## src/rtl/rtc_bank_pkg.sv

```systemverilog
package rtc_bank_pkg;

    localparam int unsigned RB_BYTES = 8;
    localparam int unsigned RB_W     = 8;
    localparam int unsigned RB_AW    = $clog2(RB_BYTES);

    localparam int unsigned IDX_SEC = 0;
    localparam int unsigned IDX_MIN = 1;
    localparam int unsigned IDX_HR  = 2;
    localparam int unsigned IDX_DAY = 3;
    localparam int unsigned IDX_MON = 4;
    localparam int unsigned IDX_YR  = 5;
    localparam int unsigned IDX_DOW = 6;
    localparam int unsigned IDX_CEN = 7;

    typedef logic [RB_W-1:0]                rb_byte_t;
    typedef logic [RB_BYTES-1:0][RB_W-1:0]  rb_time_t;
    typedef logic [RB_AW-1:0]               rb_addr_t;

    typedef enum logic [1:0] {
        SH_IDLE = 2'd0,
        SH_RD   = 2'd1,
        SH_WR   = 2'd2
    } sh_state_e;

    // 2000-01-01 00:00:00, weekday 6
    localparam rb_time_t RB_RESET_TIME = {8'h20, 8'h06, 8'h00, 8'h01,
                                          8'h01, 8'h00, 8'h00, 8'h00};

    // Packed BCD to binary (0..165 for any byte)
    function automatic logic [7:0] bcd_to_bin(input rb_byte_t b);
        return (8'(b[7:4]) * 8'd10) + 8'(b[3:0]);
    endfunction

    // One BCD increment with decimal carry between nibbles
    function automatic rb_byte_t bcd_step(input rb_byte_t b);
        rb_byte_t r;
        if (b[3:0] == 4'd9) begin
            r = {b[7:4] + 4'd1, 4'd0};
        end else begin
            r = {b[7:4], b[3:0] + 4'd1};
        end
        return r;
    endfunction

    // Leap rule from BCD century and year
    function automatic logic is_leap(input rb_byte_t cen, input rb_byte_t yr);
        logic [7:0] yb;
        logic [7:0] cb;
        yb = bcd_to_bin(yr);
        cb = bcd_to_bin(cen);
        return (yb != 8'd0) ? (yb[1:0] == 2'd0) : (cb[1:0] == 2'd0);
    endfunction

    // Length of a month given its binary number
    function automatic logic [7:0] month_days(input logic [7:0] mon, input logic leap);
        logic [7:0] r;
        case (mon)
            8'd2:                      r = leap ? 8'd29 : 8'd28;
            8'd4, 8'd6, 8'd9, 8'd11:   r = 8'd30;
            default:                   r = 8'd31;
        endcase
        return r;
    endfunction

endpackage

```

## src/rtl/rtc_calendar_next.sv

```systemverilog
module rtc_calendar_next
    import rtc_bank_pkg::*;
(
    input  rb_time_t cur,
    output rb_time_t nxt
);

    localparam logic [7:0] SEC_LAST = 8'd59;
    localparam logic [7:0] MIN_LAST = 8'd59;
    localparam logic [7:0] HR_LAST  = 8'd23;
    localparam logic [7:0] DOW_LAST = 8'd6;
    localparam logic [7:0] MON_LAST = 8'd12;
    localparam logic [7:0] YR_LAST  = 8'd99;
    localparam logic [7:0] CEN_LAST = 8'd99;

    logic       c_min;
    logic       c_hr;
    logic       c_day;
    logic       c_mon;
    logic       c_yr;
    logic       c_cen;
    logic [7:0] dim;

    always_comb begin
        nxt   = cur;
        dim   = month_days(bcd_to_bin(cur[IDX_MON]), is_leap(cur[IDX_CEN], cur[IDX_YR]));

        // carry chain, each stage wraps on reaching (or passing) its last value
        c_min = bcd_to_bin(cur[IDX_SEC]) >= SEC_LAST;
        c_hr  = c_min && (bcd_to_bin(cur[IDX_MIN]) >= MIN_LAST);
        c_day = c_hr  && (bcd_to_bin(cur[IDX_HR])  >= HR_LAST);
        c_mon = c_day && (bcd_to_bin(cur[IDX_DAY]) >= dim);
        c_yr  = c_mon && (bcd_to_bin(cur[IDX_MON]) >= MON_LAST);
        c_cen = c_yr  && (bcd_to_bin(cur[IDX_YR])  >= YR_LAST);

        nxt[IDX_SEC] = c_min ? '0 : bcd_step(cur[IDX_SEC]);
        if (c_min) begin
            nxt[IDX_MIN] = c_hr ? '0 : bcd_step(cur[IDX_MIN]);
        end
        if (c_hr) begin
            nxt[IDX_HR] = c_day ? '0 : bcd_step(cur[IDX_HR]);
        end
        if (c_day) begin
            nxt[IDX_DAY] = c_mon ? 8'h01 : bcd_step(cur[IDX_DAY]);
            nxt[IDX_DOW] = (bcd_to_bin(cur[IDX_DOW]) >= DOW_LAST) ? '0 : bcd_step(cur[IDX_DOW]);
        end
        if (c_mon) begin
            nxt[IDX_MON] = c_yr ? 8'h01 : bcd_step(cur[IDX_MON]);
        end
        if (c_yr) begin
            nxt[IDX_YR] = c_cen ? '0 : bcd_step(cur[IDX_YR]);
        end
        if (c_cen) begin
            nxt[IDX_CEN] = (bcd_to_bin(cur[IDX_CEN]) >= CEN_LAST) ? '0 : bcd_step(cur[IDX_CEN]);
        end
    end

endmodule

```

## src/rtl/rtc_live_counters.sv

```systemverilog
module rtc_live_counters
    import rtc_bank_pkg::*;
(
    input  logic     clk,
    input  logic     rst_n,
    input  logic     tick,
    input  logic     load,
    input  rb_time_t load_val,
    output rb_time_t live
);

    typedef struct packed {
        rb_time_t t;
    } cnt_state_t;

    cnt_state_t st_d;
    cnt_state_t st_q;
    rb_time_t   adv;

    rtc_calendar_next u_next (
        .cur (st_q.t),
        .nxt (adv)
    );

    always_comb begin
        st_d = st_q;
        if (load) begin
            // a committed value wins over a coincident tick
            st_d.t = load_val;
        end else if (tick) begin
            st_d.t = adv;
        end
    end

    always_ff @(posedge clk or negedge rst_n) begin
        if (!rst_n) begin
            st_q.t <= RB_RESET_TIME;
        end else begin
            st_q <= st_d;
        end
    end

    assign live = st_q.t;

endmodule

```

## src/rtl/rtc_shadow_ctrl.sv

```systemverilog
module rtc_shadow_ctrl
    import rtc_bank_pkg::*;
(
    input  logic     clk,
    input  logic     rst_n,
    input  logic     txn_start,
    input  logic     snap_rd,
    input  logic     snap_wr,
    input  logic     byte_we,
    input  rb_addr_t byte_addr,
    input  rb_byte_t byte_data,
    input  logic     txn_stop,
    input  logic     txn_abort,
    input  logic     wr_allow,
    input  rb_time_t live,
    output rb_time_t shadow,
    output logic     commit,
    output logic     reading
);

    typedef struct packed {
        sh_state_e mode;
        rb_time_t  buf_t;
        logic      wrote;
    } sh_reg_t;

    sh_reg_t sh_d;
    sh_reg_t sh_q;
    logic    discard;

    assign discard = txn_abort | txn_start;

    always_comb begin
        sh_d   = sh_q;
        commit = 1'b0;
        if (discard) begin
            sh_d.mode  = SH_IDLE;
            sh_d.buf_t = '0;
            sh_d.wrote = 1'b0;
        end else if (snap_wr) begin
            sh_d.mode  = SH_WR;
            sh_d.buf_t = live;
            sh_d.wrote = 1'b0;
        end else if (snap_rd) begin
            sh_d.mode  = SH_RD;
            sh_d.buf_t = live;
            sh_d.wrote = 1'b0;
        end else if (txn_stop) begin
            if (sh_q.mode == SH_WR) begin
                if (wr_allow && sh_q.wrote) begin
                    commit = 1'b1;
                end else begin
                    sh_d.buf_t = '0;
                end
            end
            sh_d.mode  = SH_IDLE;
            sh_d.wrote = 1'b0;
        end else if (byte_we && (sh_q.mode == SH_WR)) begin
            sh_d.buf_t[byte_addr] = byte_data;
            sh_d.wrote            = 1'b1;
        end
    end

    always_ff @(posedge clk or negedge rst_n) begin
        if (!rst_n) begin
            sh_q.mode  <= SH_IDLE;
            sh_q.buf_t <= '0;
            sh_q.wrote <= 1'b0;
        end else begin
            sh_q <= sh_d;
        end
    end

    assign shadow  = sh_q.buf_t;
    assign reading = (sh_q.mode == SH_RD);

endmodule

```

## src/rtl/rtc_shadow_bank.sv

```systemverilog
module rtc_shadow_bank
    import rtc_bank_pkg::*;
(
    input  logic        clk,
    input  logic        rst_n,
    input  logic        sec_tick,
    input  logic        txn_start,
    input  logic        snap_rd,
    input  logic        snap_wr,
    input  logic        byte_we,
    input  logic [2:0]  byte_addr,
    input  logic [7:0]  byte_data,
    input  logic        txn_stop,
    input  logic        txn_abort,
    input  logic        wr_allow,
    input  logic [2:0]  rd_addr,
    output logic [7:0]  rd_data,
    output logic [63:0] live_time
);

    rb_time_t live_w;
    rb_time_t shadow_w;
    logic     commit_w;
    logic     reading_w;

    rtc_shadow_ctrl u_ctrl (
        .clk       (clk),
        .rst_n     (rst_n),
        .txn_start (txn_start),
        .snap_rd   (snap_rd),
        .snap_wr   (snap_wr),
        .byte_we   (byte_we),
        .byte_addr (byte_addr),
        .byte_data (byte_data),
        .txn_stop  (txn_stop),
        .txn_abort (txn_abort),
        .wr_allow  (wr_allow),
        .live      (live_w),
        .shadow    (shadow_w),
        .commit    (commit_w),
        .reading   (reading_w)
    );

    rtc_live_counters u_cnt (
        .clk      (clk),
        .rst_n    (rst_n),
        .tick     (sec_tick),
        .load     (commit_w),
        .load_val (shadow_w),
        .live     (live_w)
    );

    assign rd_data   = shadow_w[rd_addr];
    assign live_time = live_w;

endmodule

```

## config.mk

```make
export PLATFORM = sky130hd
export DESIGN_NAME = rtc_shadow_bank
export DESIGN_NICKNAME = d
export VERILOG_FILES = /design/src/rtl/rtc_bank_pkg.sv /design/src/rtl/rtc_calendar_next.sv /design/src/rtl/rtc_live_counters.sv /design/src/rtl/rtc_shadow_ctrl.sv /design/src/rtl/rtc_shadow_bank.sv
export SDC_FILE = /design/constraint.sdc
export NUM_CORES = 1
export LEC_CHECK = 0
export BUFFER_PORTS_ARGS = -buffer_cell sky130_fd_sc_hd__buf_2
export CORE_MARGIN = 2
export CORE_UTILIZATION = 53
export CTS_CLUSTER_DIAMETER = 150
export CTS_CLUSTER_SIZE = 25
export DETAILED_ROUTE_END_ITERATION = 7
export PLACE_DENSITY = 0.83
export SLEW_MARGIN = 10
export SYNTH_ARGS = -nofsm -noshare
export SYNTH_HDL_FRONTEND = slang
export SYNTH_SLANG_ARGS = --single-unit
export TNS_END_PERCENT = 5
```

## constraint.sdc

```tcl
create_clock -name clk -period 5.3 [get_ports clk]
set_input_delay 0 -clock clk [delete_from_list [all_inputs] [get_ports clk]]
set_output_delay 0 -clock clk [all_outputs]
set_load 0.05 [all_outputs]
```

==> summary.md <==
| Metric | Value |
|---|---|
| Max cap viols | 0 |
| CTS tree | yes |
| Worst setup EP type | register |
| Synth Register Bits | 131 |
| Syn avg cell area | 9.12 sq um |
| Crit Path Max Fanout | 8 |
| Max Freq | 198 MHz |
| Clock Sinks | 131 |
| Multi-input gate area | 6370 sq um |
| Layout cells sized above 1 | 15.7% |
| Family with the most delay on the worst path | compound AO/OA/AOI/OAI gates |
| Max Root-Sink Buffers | 2 |
| Final Total Pwr | 3010 uW |
| Sequential area share after synthesis | 32.8% |
| Final GP Congestion | 0.928 |
| RSZ-0062 raised after global routing | yes |
| Netlist cell types | 77 |
| Detail Route Antenna Nets | 0 |
| Total Wirelength | 30000 um |
| Core area | 18600 sq um |
| Switching Share | 31.3% |
| Post-cts resize count | 0 |
| Uppermost routed layer | met4 |
| Met2 Routed Length | 13300 um |
| Worst hold path type | input pin to register |
| Std-Cell Rows | 50 |
| Initial drt markers | 1147 |
| Logic pwr share | 20.3% |
| CP Capture Point | u_cnt.live[34] |
| Critical Path, Cell by Cell | ha_1 > ha_1 > fa_1 > inv_1 > nor3_1 > xor2_1 > nor2_1 > a311o_1 > a21oi_1 > nor3_1 > o21ai_0 > ha_1 > nand2b_1 > a21oi_1 > o211ai_1 > a32oi_1 > a22oi_2 > a21oi_1 > nor4b_1 > a221o_1 |
| Die H | 141 um |
| Clk_lat worst skew | 0.43 ns |
| Final period util | 95.4% |
| EDFF count, synth | 0 |
| Synth Cell Area | 10000 sq um |
| Status | finished, final reports clean |
| Crit. path cell count | 20 |
| Reg2reg start | u_cnt.live[45] |
| Post-Syn Nets | 1220 |
| Vias | 9666 |
| Commonest cells after routing, fill and taps aside | 126 x dfrtp_1, 123 x nand2_1, 94 x buf_2, 82 x ha_1, 77 x a21oi_1 |
| DRC Markers | 0 |
| IO Port Bufs | 95 |
| Min Tclk post-route | 5.05 ns |
| First-pass GRT wire length | 48800 um |
| Clock Skew | 0.00455 ns |
| Worst relative slew slack | 19.5% |
| Fin area | 11400 sq um |
| Final hold vios | 0 |
| Num CTS Buffers | 17 |
| Initial Utilization | 53.7% |
| Warnings, synthesis | 0 |
| WP data required | 5.67 ns |
| Leakage | 0.00510 uW |
| Synthesized instance count | 1098 |
| HP Start | sec_tick |
| Vias in the first global route | 9309 |
| Slowest cell on the critical path | fa_1 |
| P_int | 2070 uW |
| Final nets | 1297 |
| Via/cell ratio | 6.80 |
| Dpl cell area | 10700 sq um |
| Crit path kind | register to register |
| Die area | 20000 sq um |
| CP Launch Point | u_cnt.live[45] |
| Antenna Cells | 0 |
| Number of fill cells | 1518 |
| Register area | 3280 sq um |
| Async S/R FF share, synth | 100% |
| Pwr Density | 265 nW/um^2 |
| Maximum vdd ir drop | 0.258 mV |
| Clock H-tree levels | 4 |
| Post-DP HPWL | 21000 um |
| Clock power share | 41.6% |
| WL/cell | 21.1 um |
| Area delta synth->final | 13.6% |
| Max Slew Vio Count | 0 |
| Critical path arrival | 5.42 ns |
| Sequential power share | 38.1% |
| Initial antenna violation count | 0 |
| Met1 Wirelength | 12500 um |
| Root Buffer Master | clkbuf_16 |
| FF-to-FF setup slack | 0.25 ns |
| Post-CTS setup buffer count | 0 |
| I/O Pins | 96 |
| Main flop type after synthesis | dfrtp_1 |
| Clock transition at the registers of the reported paths | 0.06 ns |
| CP Launch Type | register |
| Met3 Wirelength | 3050 um |
| CP max stage delay | 0.54 ns |
| Endpoints failing setup | 0 |
| Switching pwr | 941 uW |
| Gr ovfl total | 0 |
| Worst slew pin tran | 1.20 ns |
| GRT Overall Usage | 30.8% |
| CP Buf/Inv Count | 1 |
| Die X | 141 um |
| DRT Pass-1 Iters | 7 |
| Largest net degree at the start of global routing | 72 |
| Fin Setup TNS | 0 ns |
| Reg2reg end | u_cnt.live[34] |
| Most common cell after layout, fill and taps aside | dfrtp_1 |
| R2R depth | 20 |
## per-stage QoR
stage	utilization (%)	cells	hold slack (ns)	worst slack (ns)
3_3_place_gp	57.3	1385	0.0703	0.596
2_1_floorplan	-	1098	-0.296	0.491
3_5_place_dp	57.3	1385	0.0628	0.372
4_1_cts	60.9	1422	0.0287	0.324
5_1_grt	61.0	1422	0.0769	-0.0869
6_report	61.0	1422	0.0452	0.246
## synth_stat cells (4+ instances only)
| cell type | number | area share, % |
|---|---|---|
| nand2_1 | 123 | 4.6 |
| o211ai_1 | 9 | 0.67 |
| o22ai_1 | 6 | 0.38 |
| a21oi_1 | 77 | 3.9 |
| ha_1 | 82 | 10 |
| dfstp_2 | 5 | 1.3 |
| a32oi_1 | 5 | 0.44 |
| a221oi_1 | 5 | 0.44 |
| clkbuf_1 | 41 | 1.5 |
| a22o_1 | 5 | 0.44 |
| a221o_1 | 5 | 0.50 |
| nand2b_1 | 5 | 0.31 |
| buf_1 | 13 | 0.49 |
| nor2b_1 | 19 | 1.2 |
| nor2_1 | 52 | 2.0 |
| and3b_1 | 4 | 0.35 |
| xor2_1 | 8 | 0.70 |
| xnor2_1 | 13 | 1.1 |
| mux4_2 | 16 | 3.6 |
| mux2_2 | 8 | 0.90 |
| a211oi_1 | 12 | 0.90 |
| nand3b_1 | 8 | 0.60 |
| a2bb2oi_1 | 9 | 0.79 |
| buf_2 | 5 | 0.25 |
| o211a_1 | 4 | 0.40 |
| a22oi_1 | 75 | 5.6 |
| o21ai_1 | 12 | 0.60 |
| nand3_1 | 31 | 1.6 |
| nand4_1 | 4 | 0.25 |
| fa_1 | 16 | 3.2 |
| o31ai_1 | 67 | 5.0 |
| inv_1 | 39 | 1.5 |
| o21ai_0 | 67 | 3.3 |
| nor3_1 | 19 | 0.95 |
| dfrtp_1 | 126 | 31 |
| a21o_1 | 8 | 0.60 |
| nor4b_1 | 4 | 0.35 |
| and3_1 | 16 | 1.0 |
| a31oi_1 | 4 | 0.25 |
| nor3b_1 | 11 | 0.83 |
## tightest hold or removal path: stages
cell     delay, ns
buf_2         0.12
o22ai_1       0.17
a221o_1       0.15
## what timing repair did
action / 4_1_cts / 5_1_grt
setup endpoints to repair: 0 / 2
hold buffers: 5 / 0
endpoints found under the hold margin: 72 / 0
## registers in the layout, indices dropped and copies added, names as in the netlist
signal         count
u_cnt.live        64
u_ctrl.shadow     64
u_ctrl.sh_q        3
## worst min-delay path by stage
stage / end / slack (ns) / cells past startpoint
final: u_cnt.live[2] / 0.05 / 3
after global routing: u_cnt.live[2] / 0.08 / 3
after CTS: u_cnt.live[2] / 0.03 / 3
after detailed placement: u_cnt.live[55] / 0.06 / 1
after global placement: u_cnt.live[54] / 0.07 / 1
after floorplan: u_cnt.live[0] / -0.30 / 0
## layer usage
metal  GRT usage, %  up-vias
met5              0        -
met4           12.8        0
met3           6.65      100
met2           46.4      558
met1           43.4     4667
li1               -     4341
## power by group through the flow
stage	Sequential [uW]	Clock, uW	Combinational [uW]
final	1150	1250	611
after detailed placement	1160	0	604
after floorplan	1240	0	342
after global routing	1160	1310	676
after CTS	1150	1260	610
after global placement	1160	0	580
## layout make-up
cell class	instances	share of cell area [%]
inverters	39	1.29
repair buffers	117	5.80
clock buffers	22	4.08
multi-input cells	869	56.0
flip-flops and latches	131	28.9
clock inverters	10	1.36
well taps	234	2.58
## cells by family (layout without fill, tap and decap cells)
| kind of cell | Yosys count | in the layout | synth area share, % |
|---|---|---|---|
| compound gates | 402 | 402 | 27.4 |
| xor+xnor | 21 | 21 | 1.84 |
| mux | 27 | 27 | 4.80 |
| flops | 131 | 131 | 32.8 |
| fa+ha+maj | 98 | 98 | 13.4 |
| simple gates | 321 | 321 | 16.0 |
| buf+inv | 98 | 188 | 3.74 |
Note: power is estimated with default switching activity, not from simulation.
